<file path="config.mk">
export PLATFORM = sky130hd
export DESIGN_NAME = hz_unit
export DESIGN_NICKNAME = d
export VERILOG_FILES = /design/src/rtl/hz_pkg.sv /design/src/rtl/hz_operand_fwd.sv /design/src/rtl/hz_store_fwd.sv /design/src/rtl/hz_pipe_ctl.sv /design/src/rtl/hz_unit.sv
export SDC_FILE = /design/constraint.sdc
export NUM_CORES = 1
export LEC_CHECK = 0
export ABC_AREA = 1
export BUFFER_PORTS_ARGS = -buffer_cell sky130_fd_sc_hd__buf_2
export CORE_MARGIN = 2
export CORE_UTILIZATION = 40
export DETAILED_ROUTE_END_ITERATION = 8
export GPL_TIMING_DRIVEN = 0
export PLACE_DENSITY = 0.89
export RECOVER_POWER = 25
export SYNTH_ARGS = -nofsm -noshare
export SYNTH_HDL_FRONTEND = slang
export SYNTH_SLANG_ARGS = --single-unit
</file>
<file path="constraint.sdc">
create_clock -name vclk -period 1.8
set_clock_uncertainty 0.2 [all_clocks]
set_input_delay 0.36 -clock vclk [all_inputs]
set_output_delay 0.36 -clock vclk [all_outputs]
set_load 0.03 [all_outputs]
</file>
<file path="src/rtl/hz_pkg.sv">
package hz_pkg;

    typedef enum logic [1:0] {
        SRC_REGFILE = 2'd0,
        SRC_MEM     = 2'd1,
        SRC_WB      = 2'd2
    } opsrc_e;

    typedef enum logic [1:0] {
        CTL_RUN       = 2'd0,
        CTL_FREEZE    = 2'd1,
        CTL_FLUSH     = 2'd2,
        CTL_LOAD_HOLD = 2'd3
    } ctl_mode_e;

    localparam int unsigned NUM_OPERANDS = 2;

endpackage

</file>
<file path="src/rtl/hz_operand_fwd.sv">
module hz_operand_fwd
    import hz_pkg::*;
#(
    parameter int unsigned AW = 5
) (
    input  logic [AW-1:0] src,
    input  logic          src_used,
    input  logic [AW-1:0] mem_rd,
    input  logic          mem_rd_we,
    input  logic          mem_is_load,
    input  logic [AW-1:0] wb_rd,
    input  logic          wb_rd_we,
    output opsrc_e        sel,
    output logic          load_hit
);

    logic live;
    logic mem_match;
    logic wb_match;

    always_comb begin
        live      = src_used && (src != '0);
        mem_match = live && mem_rd_we && (mem_rd == src);
        wb_match  = live && wb_rd_we && (wb_rd == src);
        load_hit  = mem_match && mem_is_load;
        if (mem_match && !mem_is_load) begin
            sel = SRC_MEM;
        end else if (wb_match) begin
            sel = SRC_WB;
        end else begin
            sel = SRC_REGFILE;
        end
    end

    always_comb begin
        if (src == '0) begin
            a_r5_x0_no_fwd: assert (sel == SRC_REGFILE && !load_hit)
                else $error("R5: x0 operand forwarded or stalled");
        end
        if (src_used == 1'b0) begin
            a_r6_unused_no_fwd: assert (sel == SRC_REGFILE && !load_hit)
                else $error("R6: unused operand forwarded or stalled");
        end
        if (load_hit == 1'b1) begin
            a_r7_load_not_from_mem: assert (sel != SRC_MEM)
                else $error("R7: load result forwarded from memory stage");
        end
    end

endmodule

</file>
<file path="src/rtl/hz_store_fwd.sv">
module hz_store_fwd #(
    parameter int unsigned AW = 5
) (
    input  logic [AW-1:0] mem_rs2,
    input  logic          mem_is_store,
    input  logic [AW-1:0] wb_rd,
    input  logic          wb_rd_we,
    output logic          fwd_store
);

    always_comb begin
        fwd_store = mem_is_store && wb_rd_we && (mem_rs2 != '0) && (wb_rd == mem_rs2);
    end

    always_comb begin
        if (mem_rs2 == '0) begin
            a_r4_store_x0: assert (!fwd_store)
                else $error("R4: store data forwarded for x0");
        end
    end

endmodule

</file>
<file path="src/rtl/hz_pipe_ctl.sv">
module hz_pipe_ctl
    import hz_pkg::*;
(
    input  logic load_hit,
    input  logic br_taken,
    input  logic imem_resp,
    input  logic dmem_req,
    input  logic dmem_resp,
    output logic pc_en,
    output logic ifid_en,
    output logic idex_en,
    output logic exmem_en,
    output logic memwb_en,
    output logic ifid_flush,
    output logic idex_flush,
    output logic exmem_flush,
    output logic perf_load_use,
    output logic perf_mem_stall,
    output logic perf_flush
);

    ctl_mode_e mode;
    logic      mem_wait;

    always_comb begin
        mem_wait = !imem_resp || (dmem_req && !dmem_resp);
        if (mem_wait) begin
            mode = CTL_FREEZE;
        end else if (br_taken) begin
            mode = CTL_FLUSH;
        end else if (load_hit) begin
            mode = CTL_LOAD_HOLD;
        end else begin
            mode = CTL_RUN;
        end
    end

    always_comb begin
        pc_en          = 1'b1;
        ifid_en        = 1'b1;
        idex_en        = 1'b1;
        exmem_en       = 1'b1;
        memwb_en       = 1'b1;
        ifid_flush     = 1'b0;
        idex_flush     = 1'b0;
        exmem_flush    = 1'b0;
        perf_load_use  = 1'b0;
        perf_mem_stall = 1'b0;
        perf_flush     = 1'b0;
        unique case (mode)
            CTL_RUN: begin
            end
            CTL_FREEZE: begin
                pc_en          = 1'b0;
                ifid_en        = 1'b0;
                idex_en        = 1'b0;
                exmem_en       = 1'b0;
                memwb_en       = 1'b0;
                perf_mem_stall = 1'b1;
            end
            CTL_FLUSH: begin
                ifid_flush  = 1'b1;
                idex_flush  = 1'b1;
                exmem_flush = 1'b1;
                perf_flush  = 1'b1;
            end
            CTL_LOAD_HOLD: begin
                pc_en         = 1'b0;
                ifid_en       = 1'b0;
                idex_en       = 1'b0;
                exmem_flush   = 1'b1;
                perf_load_use = 1'b1;
            end
            default: begin
            end
        endcase
    end

    always_comb begin
        if (perf_mem_stall == 1'b1) begin
            a_r8_freeze_all: assert (!pc_en && !ifid_en && !idex_en && !exmem_en && !memwb_en
                                     && !ifid_flush && !idex_flush && !exmem_flush)
                else $error("R8: stage moved or flushed during memory wait");
        end
        if (br_taken == 1'b1 && imem_resp == 1'b1 && !(dmem_req && !dmem_resp)) begin
            a_r10_flush_over_hold: assert (!perf_load_use && ifid_flush)
                else $error("R10: load hold taken over flush");
        end
        if (perf_load_use == 1'b1) begin
            a_r7_hold_bubble: assert (memwb_en && exmem_en && exmem_flush && !idex_en)
                else $error("R7: load hold shape wrong");
        end
        if (mode inside {CTL_RUN, CTL_FREEZE, CTL_FLUSH, CTL_LOAD_HOLD}) begin
            a_r10_one_event: assert ($countones({perf_load_use, perf_mem_stall, perf_flush}) <= 1)
                else $error("R10: more than one event pulse");
        end
    end

endmodule

</file>
<file path="src/rtl/hz_unit.sv">
module hz_unit
    import hz_pkg::*;
#(
    parameter int unsigned AW = 5
) (
    input  logic [AW-1:0] ex_rs1,
    input  logic [AW-1:0] ex_rs2,
    input  logic          ex_rs1_used,
    input  logic          ex_rs2_used,
    input  logic [AW-1:0] mem_rd,
    input  logic          mem_rd_we,
    input  logic          mem_is_load,
    input  logic [AW-1:0] mem_rs2,
    input  logic          mem_is_store,
    input  logic [AW-1:0] wb_rd,
    input  logic          wb_rd_we,
    input  logic          mem_br_taken,
    input  logic          imem_resp,
    input  logic          dmem_req,
    input  logic          dmem_resp,
    output logic [1:0]    fwd_a,
    output logic [1:0]    fwd_b,
    output logic          fwd_store_data,
    output logic          pc_en,
    output logic          ifid_en,
    output logic          idex_en,
    output logic          exmem_en,
    output logic          memwb_en,
    output logic          ifid_flush,
    output logic          idex_flush,
    output logic          exmem_flush,
    output logic          perf_load_use,
    output logic          perf_mem_stall,
    output logic          perf_flush
);

    logic [AW-1:0] op_src  [NUM_OPERANDS];
    logic          op_used [NUM_OPERANDS];
    opsrc_e        op_sel  [NUM_OPERANDS];
    logic [NUM_OPERANDS-1:0] op_load_hit;

    assign op_src[0]  = ex_rs1;
    assign op_src[1]  = ex_rs2;
    assign op_used[0] = ex_rs1_used;
    assign op_used[1] = ex_rs2_used;

    for (genvar g = 0; g < NUM_OPERANDS; g++) begin : g_operand
        hz_operand_fwd #(.AW(AW)) u_fwd (
            .src         (op_src[g]),
            .src_used    (op_used[g]),
            .mem_rd      (mem_rd),
            .mem_rd_we   (mem_rd_we),
            .mem_is_load (mem_is_load),
            .wb_rd       (wb_rd),
            .wb_rd_we    (wb_rd_we),
            .sel         (op_sel[g]),
            .load_hit    (op_load_hit[g])
        );
    end

    assign fwd_a = op_sel[0];
    assign fwd_b = op_sel[1];

    hz_store_fwd #(.AW(AW)) u_store (
        .mem_rs2      (mem_rs2),
        .mem_is_store (mem_is_store),
        .wb_rd        (wb_rd),
        .wb_rd_we     (wb_rd_we),
        .fwd_store    (fwd_store_data)
    );

    hz_pipe_ctl u_ctl (
        .load_hit       (|op_load_hit),
        .br_taken       (mem_br_taken),
        .imem_resp      (imem_resp),
        .dmem_req       (dmem_req),
        .dmem_resp      (dmem_resp),
        .pc_en          (pc_en),
        .ifid_en        (ifid_en),
        .idex_en        (idex_en),
        .exmem_en       (exmem_en),
        .memwb_en       (memwb_en),
        .ifid_flush     (ifid_flush),
        .idex_flush     (idex_flush),
        .exmem_flush    (exmem_flush),
        .perf_load_use  (perf_load_use),
        .perf_mem_stall (perf_mem_stall),
        .perf_flush     (perf_flush)
    );

    always_comb begin
        if (fwd_a == 2'd1 && fwd_b == 2'd1) begin
            a_r1_same_mem_src: assert (ex_rs1 == ex_rs2)
                else $error("R1: both operands from memory stage with different sources");
        end
    end

endmodule

</file>
==> out/results.tsv <==
metric	value	unit
syn-num-nets	154	
start_util	0.438	
whs	0.896	ns
yosysWarnings	0	
power.leakage	0.000623	uW
required	1.24	ns
worstMarginPinSlew	0.360	ns
die_area	1780	um^2
maxCapViolations	0	
hold_start	imem_resp	
slew-limit-headroom	0.761	
fin_nets	208	
groute.usage.overall	0.235	
hold_path_end	perf_load_use	
dr.pass1.iters	4	
synthToLayoutAreaGrowth	100	%
routed_wl	3.01	mm
post_drt_wl_per_cell	16.2	um
finalHoldViolCount	0	
end_kind	output pin	
setup_viol	9	
violations	setup timing	
overflow	0	
place_congestion	0.851	
synth_top_area_cell	nand2_1	
fin_crit	1.96	ns
crit_arrival	1.40	ns
fmax	509	MHz
antenna_found_initial	0	
drc	0	
layout_common_cells	24 x buf_2, 18 x nand2_1, 16 x buf_6, 11 x nand2_2, 11 x inv_2	
seq_area	0	um^2
core	1330	um^2
dpl.hpwl	1.64	mm
ys_seq_area_frac	0	
rows	13	
portBuffers	51	
vdd_drop_max	160	uV
grt_max_degree	8	
die_w	42.2	um
synth_cell_type_count	19	
slew_violations	0	
power.density	263	nW/um^2
layout_commonest_cell	buf_2	
syn_area_per_cell	4.91	um^2
worstSetupStartpoint	mem_rd[3]	
rsz0062_at_grt	yes	
finalSetupTns	-0.946	ns
via_count	1068	
io_pins	51	
drive_gt1_frac	0.626	
hold_depth	4	
grt_pass1_vias	845	
worst-path-max-fanout	3	
finalCritPeriodShare	1.09	
grt_pass1_wl	3.42	mm
critPathLaunchType	input pin	
seq_cells	0	
avgViaCountPerCell	5.74	
dpl_worst_slack	-0.184	ns
insertedDiodeCount	0	
netlist_instances	119	
drtIter0Drc	48	
crit_type	input pin to output pin	
clock_buffers	0	
min_path_type	input pin to output pin	
ys_top_cells_by_area	nand2_1 20%, xor2_1 12%, inv_1 11%	
ant_nets	0	
die-height	42.2	um
status	finished with violations	
yosysTopAreaCellShare	0.199	
setup_slack	-0.164	ns
syn_area	584	um^2
[final cells by class]
cell class	instances	area [um^2]
Fill cell	63	164
Multi-Input combinational cell	90	577
Timing Repair Buffer	52	424
Inverter	24	105
Tap cell	15	18.8
Buffer	5	45.0
[critical path, cell delays in order]
cell	delay, ns
buf_8	0.09
inv_4	0.04
a21oi_2	0.18
nand2_2	0.10
nor2_4	0.10
nand3_2	0.11
nand2_2	0.12
nand3_2	0.07
nor2_2	0.10
buf_6	0.14
[cells in the mapped netlist]
cell type   n
nand2_1    31
inv_1      17
nor2_1     16
nand3_1     8
xor2_1      8
a21oi_1     7
inv_2       7
buf_4       5
o21ai_0     4
nand3_2     3
nand4_1     3
nor2_2      3
a211oi_1    1
a21oi_2     1
nor3_1      1
o21ai_1     1
o22ai_1     1
or2_0       1
xnor2_1     1
[how the worst max path moves through the flow]
| stage | to | slack (ns) | cells past startpoint |
|---|---|---|---|
| 2_1_floorplan | ifid_en | 0.01 | 7 |
| 3_3_place_gp | pc_en | -0.17 | 10 |
| 3_5_place_dp | ifid_en | -0.18 | 10 |
| 4_1_cts | perf_load_use | -0.14 | 10 |
| 5_1_grt | fwd_a[1] | -0.28 | 10 |
| 6_report | perf_load_use | -0.16 | 10 |
[kinds of logic (layout without fill, tap and decap cells)]
family | Yosys count | count (layout) | share of synthesized area
xor gates and xnor gates | 9 | 9 | 0.135
buffers and inverters | 29 | 81 | 0.218
AOI/OAI and AO/OA | 15 | 15 | 0.141
and+or+nand+nor | 66 | 66 | 0.505
[per-layer routing]
layer,up-vias,GRT usage,share of wire
met5,-,0,0
met4,0,0.0750,0.084
met3,35,0.0302,0.10
met2,106,0.446,0.48
met1,454,0.263,0.33
li1,473,-,-
[per-stage QoR]
| step | std cells | total power (uW) | utilization | area [um^2] |
|---|---|---|---|---|
| 2_1_floorplan | 119 | 129 | - | 614 |
| 3_3_place_gp | 185 | 210 | 0.666 | 888 |
| 3_5_place_dp | 185 | 216 | 0.666 | 888 |
| 4_1_cts | 186 | 257 | 0.787 | 1050 |
| 5_1_grt | 186 | 323 | 0.877 | 1170 |
| 6_report | 186 | 308 | 0.877 | 1170 |
[power breakdown]
part,internal [uW],switching (uW),total (uW),leakage (uW)
registers,0,0,0,0
logic,134,174,308,0.000623
clock network,0,0,0,0
total,134,174,308,0.000623
[timing repair]
action	in CTS	in global routing
pin swaps	19	24
gates resized for setup	50	46
setup endpoints to repair	10	10
buffers inserted	1	0
hold buffers	0	0
endpoints found under the hold margin	0	0
Note: power is estimated with default switching activity, not from simulation.
